[config.mk]
export PLATFORM = sky130hd
export DESIGN_NAME = route_select
export DESIGN_NICKNAME = d
export VERILOG_FILES = /design/src/rtl/rrs_pkg.sv /design/src/rtl/rrs_arbiter.sv /design/src/rtl/rrs_ecmp_pick.sv /design/src/rtl/route_select.sv
export SDC_FILE = /design/constraint.sdc
export NUM_CORES = 1
export LEC_CHECK = 0
export ABC_AREA = 1
export CORE_AREA = 2 2 209 211
export DETAILED_ROUTE_END_ITERATION = 16
export DIE_AREA = 0 0 211 213
export DONT_BUFFER_PORTS = 1
export PLACE_DENSITY_LB_ADDON = 0.05
export SYNTH_ARGS = -nofsm -noshare
export SYNTH_HDL_FRONTEND = slang
export SYNTH_HIERARCHICAL = 1
export SYNTH_SLANG_ARGS = --single-unit
[constraint.sdc]
create_clock -name clk -period 28.3 [get_ports clk]
set_input_delay 1.415 -clock clk [delete_from_list [all_inputs] [get_ports clk]]
set_output_delay 1.415 -clock clk [all_outputs]
set_load 0.005 [all_outputs]
[src/rtl/rrs_pkg.sv]
package rrs_pkg;

    typedef enum logic [1:0] {
        SRC_NONE   = 2'd0,
        SRC_HOST   = 2'd1,
        SRC_PREFIX = 2'd2
    } win_src_e;

    function automatic int unsigned imax(input int unsigned a, input int unsigned b);
        return (a > b) ? a : b;
    endfunction

endpackage

[src/rtl/rrs_arbiter.sv]
module rrs_arbiter
    import rrs_pkg::*;
#(
    parameter int RES_W     = 10,
    parameter int GRP_W     = 4,
    parameter int PLEN_W    = 8,
    parameter int V4_LEN    = 32,
    parameter int V6_LEN    = 128
) (
    input  logic              in_v6,
    input  logic              host_hit,
    input  logic              host_multi,
    input  logic [RES_W-1:0]  host_idx,
    input  logic [GRP_W-1:0]  host_grp,
    input  logic              pfx_hit,
    input  logic [PLEN_W-1:0] pfx_len,
    input  logic              pfx_multi,
    input  logic [RES_W-1:0]  pfx_idx,
    input  logic [GRP_W-1:0]  pfx_grp,
    output win_src_e          win_src,
    output logic [PLEN_W-1:0] win_len,
    output logic              win_multi,
    output logic [RES_W-1:0]  win_idx,
    output logic [GRP_W-1:0]  win_grp
);

    always_comb begin
        win_src   = SRC_NONE;
        win_len   = '0;
        win_multi = 1'b0;
        win_idx   = '0;
        win_grp   = '0;
        if (host_hit) begin
            win_src   = SRC_HOST;
            win_len   = in_v6 ? PLEN_W'(V6_LEN) : PLEN_W'(V4_LEN);
            win_multi = host_multi;
            win_idx   = host_idx;
            win_grp   = host_grp;
        end else if (pfx_hit) begin
            win_src   = SRC_PREFIX;
            win_len   = pfx_len;
            win_multi = pfx_multi;
            win_idx   = pfx_idx;
            win_grp   = pfx_grp;
        end
    end

endmodule

[src/rtl/rrs_ecmp_pick.sv]
module rrs_ecmp_pick #(
    parameter int ECMP_W = 10,
    parameter int GRP_W  = 4,
    parameter int HASH_W = 16
) (
    input  logic [ECMP_W-1:0] base,
    input  logic [GRP_W-1:0]  grp,
    input  logic [HASH_W-1:0] hash,
    output logic [ECMP_W-1:0] member_addr
);

    localparam int OFF_W = GRP_W + 1;

    logic [HASH_W-1:0] span;
    logic [HASH_W-1:0] rem;
    logic [OFF_W-1:0]  offset;

    always_comb begin
        span        = HASH_W'(grp) + HASH_W'(1);
        rem         = hash % span;
        offset      = rem[OFF_W-1:0];
        member_addr = base + ECMP_W'(offset);
    end

endmodule

[src/rtl/route_select.sv]
module route_select
    import rrs_pkg::*;
#(
    parameter int VRF_W  = 12,
    parameter int ADDR_W = 128,
    parameter int ADJ_W  = 10,
    parameter int ECMP_W = 10,
    parameter int GRP_W  = 4,
    parameter int HASH_W = 16,
    parameter int PORT_W = 8,
    parameter int MTU_W  = 14,
    localparam int RES_W  = int'(imax(ADJ_W, ECMP_W)),
    localparam int PLEN_W = $clog2(ADDR_W + 1)
) (
    input  logic              clk,
    input  logic              rst,
    input  logic              in_valid,
    output logic              in_ready,
    input  logic [VRF_W-1:0]  in_vrf,
    input  logic [ADDR_W-1:0] in_addr,
    input  logic              in_v6,
    input  logic [HASH_W-1:0] in_hash,
    input  logic              host_hit,
    input  logic              host_multi,
    input  logic [RES_W-1:0]  host_idx,
    input  logic [GRP_W-1:0]  host_grp,
    input  logic              pfx_hit,
    input  logic [PLEN_W-1:0] pfx_len,
    input  logic              pfx_multi,
    input  logic [RES_W-1:0]  pfx_idx,
    input  logic [GRP_W-1:0]  pfx_grp,
    output logic [ECMP_W-1:0] ecmp_rd_addr,
    input  logic [ADJ_W-1:0]  ecmp_rd_adj,
    output logic [ADJ_W-1:0]  adj_rd_addr,
    input  logic [PORT_W-1:0] adj_rd_port,
    input  logic [47:0]       adj_rd_dmac,
    input  logic [MTU_W-1:0]  adj_rd_mtu,
    output logic              out_valid,
    input  logic              out_ready,
    output logic              out_drop,
    output logic [1:0]        out_src,
    output logic [PLEN_W-1:0] out_plen,
    output logic              out_multi,
    output logic [ADJ_W-1:0]  out_adj_ptr,
    output logic [PORT_W-1:0] out_port,
    output logic [47:0]       out_dmac,
    output logic [MTU_W-1:0]  out_mtu,
    output logic [VRF_W-1:0]  out_vrf,
    output logic [ADDR_W-1:0] out_addr
);

    localparam int V4_LEN = 32;

    typedef struct packed {
        logic [VRF_W-1:0]  vrf;
        logic [ADDR_W-1:0] addr;
        win_src_e          src;
        logic [PLEN_W-1:0] plen;
        logic              multi;
        logic [RES_W-1:0]  idx;
        logic [GRP_W-1:0]  grp;
        logic [HASH_W-1:0] hash;
    } stage1_t;

    typedef struct packed {
        logic [VRF_W-1:0]  vrf;
        logic [ADDR_W-1:0] addr;
        win_src_e          src;
        logic [PLEN_W-1:0] plen;
        logic              multi;
        logic [ADJ_W-1:0]  ptr;
    } stage2_t;

    logic    s1_valid, s2_valid, advance;
    stage1_t s1_q, s1_d;
    stage2_t s2_q, s2_d;

    win_src_e          arb_src;
    logic [PLEN_W-1:0] arb_len;
    logic              arb_multi;
    logic [RES_W-1:0]  arb_idx;
    logic [GRP_W-1:0]  arb_grp;

    rrs_arbiter #(
        .RES_W(RES_W), .GRP_W(GRP_W), .PLEN_W(PLEN_W),
        .V4_LEN(V4_LEN), .V6_LEN(ADDR_W)
    ) u_arb (
        .in_v6(in_v6),
        .host_hit(host_hit), .host_multi(host_multi), .host_idx(host_idx), .host_grp(host_grp),
        .pfx_hit(pfx_hit), .pfx_len(pfx_len), .pfx_multi(pfx_multi), .pfx_idx(pfx_idx), .pfx_grp(pfx_grp),
        .win_src(arb_src), .win_len(arb_len), .win_multi(arb_multi), .win_idx(arb_idx), .win_grp(arb_grp)
    );

    rrs_ecmp_pick #(
        .ECMP_W(ECMP_W), .GRP_W(GRP_W), .HASH_W(HASH_W)
    ) u_pick (
        .base(s1_q.idx[ECMP_W-1:0]),
        .grp(s1_q.grp),
        .hash(s1_q.hash),
        .member_addr(ecmp_rd_addr)
    );

    // Whole pipeline moves together; a held output freezes both stages.
    assign advance  = !s2_valid || out_ready;
    assign in_ready = advance;

    always_comb begin
        s1_d.vrf   = in_vrf;
        s1_d.addr  = in_addr;
        s1_d.src   = arb_src;
        s1_d.plen  = arb_len;
        s1_d.multi = arb_multi;
        s1_d.idx   = arb_idx;
        s1_d.grp   = arb_grp;
        s1_d.hash  = in_hash;

        s2_d.vrf   = s1_q.vrf;
        s2_d.addr  = s1_q.addr;
        s2_d.src   = s1_q.src;
        s2_d.plen  = s1_q.plen;
        s2_d.multi = s1_q.multi;
        s2_d.ptr   = s1_q.multi ? ecmp_rd_adj : s1_q.idx[ADJ_W-1:0];
    end

    always_ff @(posedge clk) begin
        if (rst) begin
            s1_valid <= 1'b0;
            s2_valid <= 1'b0;
        end else if (advance) begin
            s1_valid <= in_valid;
            s2_valid <= s1_valid;
        end
        if (advance) begin
            s1_q <= s1_d;
            s2_q <= s2_d;
        end
    end

    assign adj_rd_addr = s2_q.ptr;

    always_comb begin
        out_valid   = s2_valid;
        out_drop    = (s2_q.src == SRC_NONE);
        out_src     = s2_q.src;
        out_plen    = s2_q.plen;
        out_multi   = s2_q.multi;
        out_adj_ptr = s2_q.ptr;
        out_vrf     = s2_q.vrf;
        out_addr    = s2_q.addr;
        out_port    = out_drop ? '0 : adj_rd_port;
        out_dmac    = out_drop ? '0 : adj_rd_dmac;
        out_mtu     = out_drop ? '0 : adj_rd_mtu;
    end

    AST_HOST_FULL_LEN: assert property (@(posedge clk) disable iff (rst)
        out_valid && out_src == SRC_HOST |-> (out_plen == PLEN_W'(V4_LEN) || out_plen == PLEN_W'(ADDR_W)));

    AST_MISS_EMPTY: assert property (@(posedge clk) disable iff (rst)
        out_valid && out_drop |-> !out_multi && out_adj_ptr == '0 && out_port == '0 && out_mtu == '0);

    AST_MEMBER_IN_GROUP: assert property (@(posedge clk) disable iff (rst)
        s1_valid && s1_q.multi |-> (ECMP_W'(ecmp_rd_addr - s1_q.idx[ECMP_W-1:0]) <= ECMP_W'(s1_q.grp)));

    AST_TWO_EDGE_LATENCY: assert property (@(posedge clk) disable iff (rst)
        (in_valid && in_ready) ##1 in_ready |=> out_valid);

    AST_STALL_HOLD: assert property (@(posedge clk) disable iff (rst)
        out_valid && !out_ready |=> out_valid && $stable(out_adj_ptr) && $stable(out_src)
                                    && $stable(out_vrf) && $stable(out_addr) && $stable(out_port));

endmodule

* After elaboration in Yosys (flattened, before gate mapping)
Index checks and enable logic that the tools add are counted.
** Word-level totals
- Register bits after elaboration :: 344
- Input bits :: 281
- Output and inout bits :: 254
- Word-level logic and storage cells :: 36
** Operators by class
- $add $sub $neg :: 2
- Divide/modulo/power cells :: 1
- Muxes and demuxes :: 14
- Reduce and logical (&&, ||, !) cells :: 3
** Operators by type and width (count)
- two-way mux 48 bit :: 1
- two-way mux 8 bit :: 4
- two-way mux 10 bit :: 3
- modulo 16 x 16 -> 16 bit :: 1
- two-way mux 14 bit :: 1
- adder 10 x 5 -> 10 bit :: 1
- two-way mux 4 bit :: 2
- adder 4 x 1 -> 5 bit (second input constant) :: 1
- logical NOT 2 bit :: 1
- two-way mux 1 bit :: 2
- two-way mux 2 bit :: 1
- logical NOT 1 bit :: 1
- logical OR 1 bit :: 1

* Longest topological paths before layout
Gate-level depths: netlist (run 1).
- Depth after elaboration :: 3
- Depth in mapped cells :: 191
- Depth with buffers taken out :: 188

* Modules after synthesis
The synthesis (run 1) kept the hierarchy.
** Modules (own cells, without submodules)
- route_select :: times used 1, cells each 543, area each 11128.2 µm², seq. area each 10309.9 µm²
- rrs_ecmp_pick :: times used 1, cells each 977, area each 5690.5 µm², seq. area each 0.0 µm²
- rrs_arbiter :: times used 1, cells each 74, area each 357.8 µm², seq. area each 0.0 µm²

* Worst setup path before layout (run 1)
Ideal clock, no wire load.
- Kind :: register to output
- Start :: register s1_q[16] in the netlist's numbering
- End :: output ecmp_rd_addr[9]
- Arrival time :: 24.546 ns
- Required time :: 26.885 ns
- Path slack :: 2.339 ns
- Stages on the path, launching flop included :: 186
- Path buffers :: 3
- Path through :: edfxtp_1 -> ha_1 -> nand2_1 -> nor2_4 -> nor2_4 -> nand3_1 -> nand2_1 -> nand2_1 -> ha_1 -> o21ai_1 -> nand2_1 -> nand3_4 -> nand2_1 -> o21ai_1 -> ha_1 -> inv_1 -> o21bai_1 -> nand2_1 -> [... 150 more ...] -> nor2_1 -> a211oi_1 -> a21boi_0 -> nand2_1 -> nand3b_1 -> nor2_2 -> nand2_4 -> nand2_1 -> nand2_1 -> ha_1 -> a21oi_1 -> nand2_1 -> a21oi_1 -> inv_1 -> a21oi_1 -> nor2_1 -> nand3_1 -> xnor2_1
** On the way
- Longest elaborated chain between the ends :: 3
** RTL lines
- start, declared :: RTL line route_select.sv:75 : stage1_t s1_q, s1_d;
- start signal, assigned :: RTL line route_select.sv:134 : s1_q <= s1_d;
- adder 4 x 1 -> 5 bit :: RTL line rrs_ecmp_pick.sv:19 : span = HASH_W'(grp) + HASH_W'(1);
- modulo 16 x 16 -> 16 bit :: RTL line rrs_ecmp_pick.sv:20 : rem = hash % span;
- adder 10 x 5 -> 10 bit :: RTL line rrs_ecmp_pick.sv:22 : member_addr = base + ECMP_W'(offset);
- end, declared :: RTL line route_select.sv:32 : output logic [ECMP_W-1:0] ecmp_rd_addr,
No other way between the ends.

* Worst setup path in the final report (run 1)
- Start :: register s1_q[16] in the netlist's numbering
- End :: output ecmp_rd_addr[8]
The elaborated chain is that of the path after synthesis.

==> results of run 1 <==
## cell type report
type,instances,area share (%)
diodes,5,0.0642
clock buffers,43,4.86
inverters,243,4.83
clock inverters,21,1.16
flip-flops and latches,344,52.9
repair buffers,49,2.03
well taps,546,3.50
multi-input cells,964,30.7
## through the flow
step	hold slack (ns)	TNS (ns)	worst slack (ns)	util, %
floorplan	0.400	0	2.34	-
CTS	0.377	0	0.00297	44.4
global route	0.392	-0.524	-0.157	45.7
detailed placement	0.405	-3.72	-0.612	41.5
finish	0.386	0	2.26	45.7
global placement	0.400	0	0.264	41.5
## registers in the layout, summed over array words and instances (netlist names)
register / cells
out_valid: 1
out_src: 2
s1_q: 181
out_vrf: 12
s1_valid: 1
adj_rd_addr: 10
out_addr: 128
out_plen: 8
out_multi: 1
## routing by layer
metal,vias up,routed length (µm)
met5,-,104
met1,5159,16300
met2,412,22700
met3,62,4440
li1,5419,-
met4,16,805
## worst max-delay path by stage
stage                  startpoint         endpoint  slack (ns)  cells past startpoint
2_1_floorplan  s1_q[16]$_DFFE_PP_  ecmp_rd_addr[9]        2.34                    185
5_1_grt        s1_q[16]$_DFFE_PP_  ecmp_rd_addr[8]       -0.16                    185
3_3_place_gp   s1_q[16]$_DFFE_PP_  ecmp_rd_addr[9]        0.26                    183
4_1_cts        s1_q[16]$_DFFE_PP_  ecmp_rd_addr[9]       0.003                    182
3_5_place_dp   s1_q[16]$_DFFE_PP_  ecmp_rd_addr[9]       -0.61                    183
6_report       s1_q[16]$_DFFE_PP_  ecmp_rd_addr[8]        2.26                    184
## synthesized netlist by cell type, types with 21 or more instances
cell type | instances | area share (%)
inv_1 | 220 | 4.8
edfxtp_1 | 342 | 60
nand2_2 | 23 | 0.84
nand3_1 | 102 | 3.0
ha_1 | 77 | 5.6
nor2_1 | 147 | 3.2
xor2_1 | 43 | 2.2
o21ai_0 | 53 | 1.5
a21oi_1 | 34 | 0.99
nand2_1 | 303 | 6.6
xnor2_1 | 21 | 1.1
nand4_1 | 25 | 0.91
## worst reg2reg max path, stage by stage (launching register included)
cell,delay (ns)
dfxtp_1,0.37
nand2_4,0.44
buf_4,0.56
buf_4,0.62
buf_12,0.72
## kinds of logic after synthesis
group | Yosys count | synth area share [%]
DFF | 344 | 60.0
adders and majority gates | 79 | 5.84
xor gates and xnor gates | 65 | 3.36
buffers and inverters | 286 | 6.95
AOI/OAI and AO/OA | 140 | 4.94
and+or+nand+nor | 680 | 18.9
## timing repair
action	CTS	global route
resized for setup	13	83
buffers inserted	1	35
setup endpoints to repair	10	10
pin swaps	2	35
==> results.toml, run 1 <==
[critical_path]
crit_slowest_cell = "edfxtp_1"
worst_r2r_endpoint = "s1_q[43]$_DFFE_PP_"
cp.buffers_inverters = 29
cp-start-kind = "flop"
cp-end-kind = "output port"
worstPathArrival_ns = 24.63
reg2reg_depth = 4
rrSetupSlack_ns = 25.05
crit_fanout = 18
criticalPathCategory = "flop to output port"
required_ns = 26.89
crit_top_cell = "nand2_1"
crit_family = "simple AND/OR/NAND/NOR gates"
critPathMaxStageDelay_ns = 0.43
timing.rr.start = "out_valid$_SDFFE_PP0P_"

[final_layout]
final_nets = 1999
multi_input_comb_area_mm2 = 0.00598
instances_no_fill = 2215
seq_area_mm2 = 0.0103
fillerInstances = 3855
layout_common_cells = "edfxtp_1, nand2_1, inv_1"
mostFrequentLayoutCell = "edfxtp_1"
fin_area_mm2 = 0.0195
area_growth_pct = 13.5
drive_gt1_share_pct = 16.3

[global_routing]
antenna_found_initial = 15
top_usage_layer = "met2"
grt_usage_pct = 18.9
grt_pass1_wl_mm = 63.1
grt_pass1_vias = 10500
gr-usage-met2_pct = 33.1
grt_use_met3_pct = 8.66
grt_max_degree = 174
grtUsageMet1_pct = 20.5
grt.overflow.total = 0

[sta]
final-setup-viol-count = 0
final.period_utilization_pct = 92.0
fin_skew_ns = 0.0339
final_hold_viol_count = 0
slew_viol_final = 0
relSlewSlack_pct = 36.5
fin_crit_ns = 26.04
tightest_slew_ns = 0.952
max_freq_ghz = 0.0384

[min_path]
holdCritStartpoint = "s1_q[60]$_DFFE_PP_"
holdPathEnd = "out_addr[19]$_DFFE_PP_"
hold_class = "flop to flop"
hold-path-cell-count = 0

[clock_network]
path_clk_slew_ns = 0.06
insertion_delay_ns = 0.55
clockRootBuffer = "clkbuf_16"
h-tree-depth = 2
cts_hold_buf = 0
cts_buffer_depth = 3
numCtsBuffers = 37
cts_tree = "yes"
clock-sinks = 344

[yosys]
synth-edff-count = 342
syn-instance-count = 1594
synth_seq_cells = 344
synth_top_flop_cell = "edfxtp_1"
synth_cell_type_count = 52
syn_avg_cell_area_um2 = 10.8
ys_seq_area_share_pct = 60.0
syn_area_mm2 = 0.0172
yosysWarnings = 6
ys_async_sr_fraction_pct = 0
synth_nets = 1954

[drt]
first_iter_violations = 756
wl_per_cell_um = 20.0
vias_per_cell = 5.00
ant_nets = 0
drtPass1Iterations = 5
vias = 11100
drc = 0
drt_wl_total_mm = 44.4

[status]
run_status = "finished clean"

[die]
die_w_um = 211
ios = 535
die_h_um = 213
dieArea_mm2 = 0.0449
start_util_pct = 40.2
rows = 76
core-area_mm2 = 0.0427

[placed_design]
dp_hpwl_mm = 33.7
port_buffers = 0
gp_congestion = 0.836
placedCellCount = 2110
placed_area_mm2 = 0.0177

[job]
drv_cap = 0
Power of run 1 is left out: the tool's default activity adds up to more than one toggle a clock period on the data nets, which glitch-free logic cannot reach.
==> inputs of run 2 (changes only) <==
==> constraint.sdc (replaced) <==
create_clock -name clk -period 28.5 [get_ports clk]
set_input_delay 1.425 -clock clk [delete_from_list [all_inputs] [get_ports clk]]
set_output_delay 1.425 -clock clk [all_outputs]
set_load 0.005 [all_outputs]
==> run 2 against run 1 <==
  * Global-route usage decreased by 0.11 points
  * Critical path depth decreased by 1
  * Routed wire length increased by 0.62%
  * Non-clock buffer count increased by 1
  * Clock-buffer cell count increased by 2
  * Largest cell class unchanged
==> results.toml, run 2 (same netlist as run 1, synthesis figures left out) <==
[critical_path]
crit_slowest_cell = "edfxtp_1"
required_ns = 27.07
crit_top_cell = "nand2_1"
cp-start-kind = "flop"
crit_fanout = 15
rrSetupSlack_ns = 24.36
criticalPathCategory = "flop to output port"
cp-end-kind = "output port"
critPathMaxStageDelay_ns = 0.46
worstPathArrival_ns = 24.99

[sta]
fin_skew_ns = 0.0199
relSlewSlack_pct = 34.2
max_freq_ghz = 0.0379
final-setup-viol-count = 0
final.period_utilization_pct = 92.7
tightest_slew_ns = 0.988
fin_crit_ns = 26.41
fin_tns_setup_ns = 0
slew_viol_final = 0
final_hold_viol_count = 0

[job]
drv_cap = 0

[global_routing]
grt.overflow.total = 0
grt_pass1_wl_mm = 62.1
grt_max_degree = 80
antenna_found_initial = 17
grt_pass1_vias = 10300
grt_usage_pct = 18.7

[clock_network]
insertion_delay_ns = 0.56
cts_hold_buf = 0
cts_buffer_depth = 3
cts_tree = "yes"
clockRootBuffer = "clkbuf_16"
h-tree-depth = 2
numCtsBuffers = 37
path_clk_slew_ns = 0.06
clock-sinks = 344

[die]
die_w_um = 211
ios = 535
die_h_um = 213
rows = 76
start_util_pct = 40.2
dieArea_mm2 = 0.0449
core-area_mm2 = 0.0427

[drt]
first_iter_violations = 581
wl_per_cell_um = 20.2
drt_wl_total_mm = 44.6
ant_nets = 0
vias_per_cell = 4.95
drtPass1Iterations = 5
drc = 0
vias = 11000

[min_path]
hold_class = "flop to flop"

[final_layout]
fillerInstances = 3878
fin_area_mm2 = 0.0194
top_register = "s1_q"
drive_gt1_share_pct = 16.0
fin_util_pct = 45.5
area_growth_pct = 13.1
mostFrequentLayoutCell = "edfxtp_1"
final_nets = 2000
largest_reg_flops = 181
layout_common_cells = "edfxtp_1, nand2_1, inv_1"

[status]
run_status = "finished clean"

[placed_design]
port_buffers = 0
dp_hpwl_mm = 34.3
gp_congestion = 0.872
placed_area_mm2 = 0.0177
-- run 2: per-stage QoR --
step	worst slack, ns	hold WS (ns)	instances
floorplan	2.53	0.400	1594
global placement	0.522	0.400	2108
detailed placement	-0.456	0.405	2108
CTS	0.0782	0.391	2174
global route	-0.239	0.397	2211
finish	2.09	0.399	2214
-- run 2: final cells by class --
cell class / instances / area [µm²] / area share [%]
well taps: 546 / 683 / 3.52
multi-input cells: 964 / 5960 / 30.7
flip-flops and latches: 344 / 10300 / 53.1
inverters: 243 / 937 / 4.82
clock inverters: 15 / 174 / 0.895
repair buffers: 50 / 388 / 2.00
clock buffers: 45 / 956 / 4.92
diodes: 7 / 17.5 / 0.0902
-- run 2: what timing repair did --
action,4_1_cts,5_1_grt
setup endpoints to repair,10,10
setup buffers,6,33
endpoints found under the hold margin,0,0
pin swaps,4,38
gates resized for setup,8,75
-- run 2: final timing paths --
| path | from | endpoint | depth (start not counted) |
|---|---|---|---|
| min | s1_q[164]$_DFFE_PP_ | out_addr[123]$_DFFE_PP_ | 0 |
| max | s1_q[16]$_DFFE_PP_ | ecmp_rd_addr[8] | 183 |
| max reg2reg | out_valid$_SDFFE_PP0P_ | adj_rd_addr[5]$_DFFE_PP_ | 5 |
| min reg2reg | s1_q[164]$_DFFE_PP_ | out_addr[123]$_DFFE_PP_ | 0 |
-- run 2: worst max-delay path: cells and delay by family, from the launching register on --
family | cells | cell delay [ns]
flip-flops | 1 | 0.46
AO/OA/AOI/OAI | 52 | 7.34
AND/OR/NAND/NOR | 82 | 8.73
XOR/XNOR | 1 | 0.18
buffers and inverters | 30 | 2.55
adder cells (fa/ha/maj) | 18 | 5.09
-- run 2: layer usage --
layer | GRT usage [%] | share of wire, % | up-vias
met1 | 20.3 | 37 | 5028
met4 | 6.70 | 2.6 | 18
met5 | 0 | 0.27 | -
met3 | 8.00 | 9.8 | 73
li1 | - | - | 5431
met2 | 32.7 | 51 | 412
Power of run 2 is left out for the same reason.
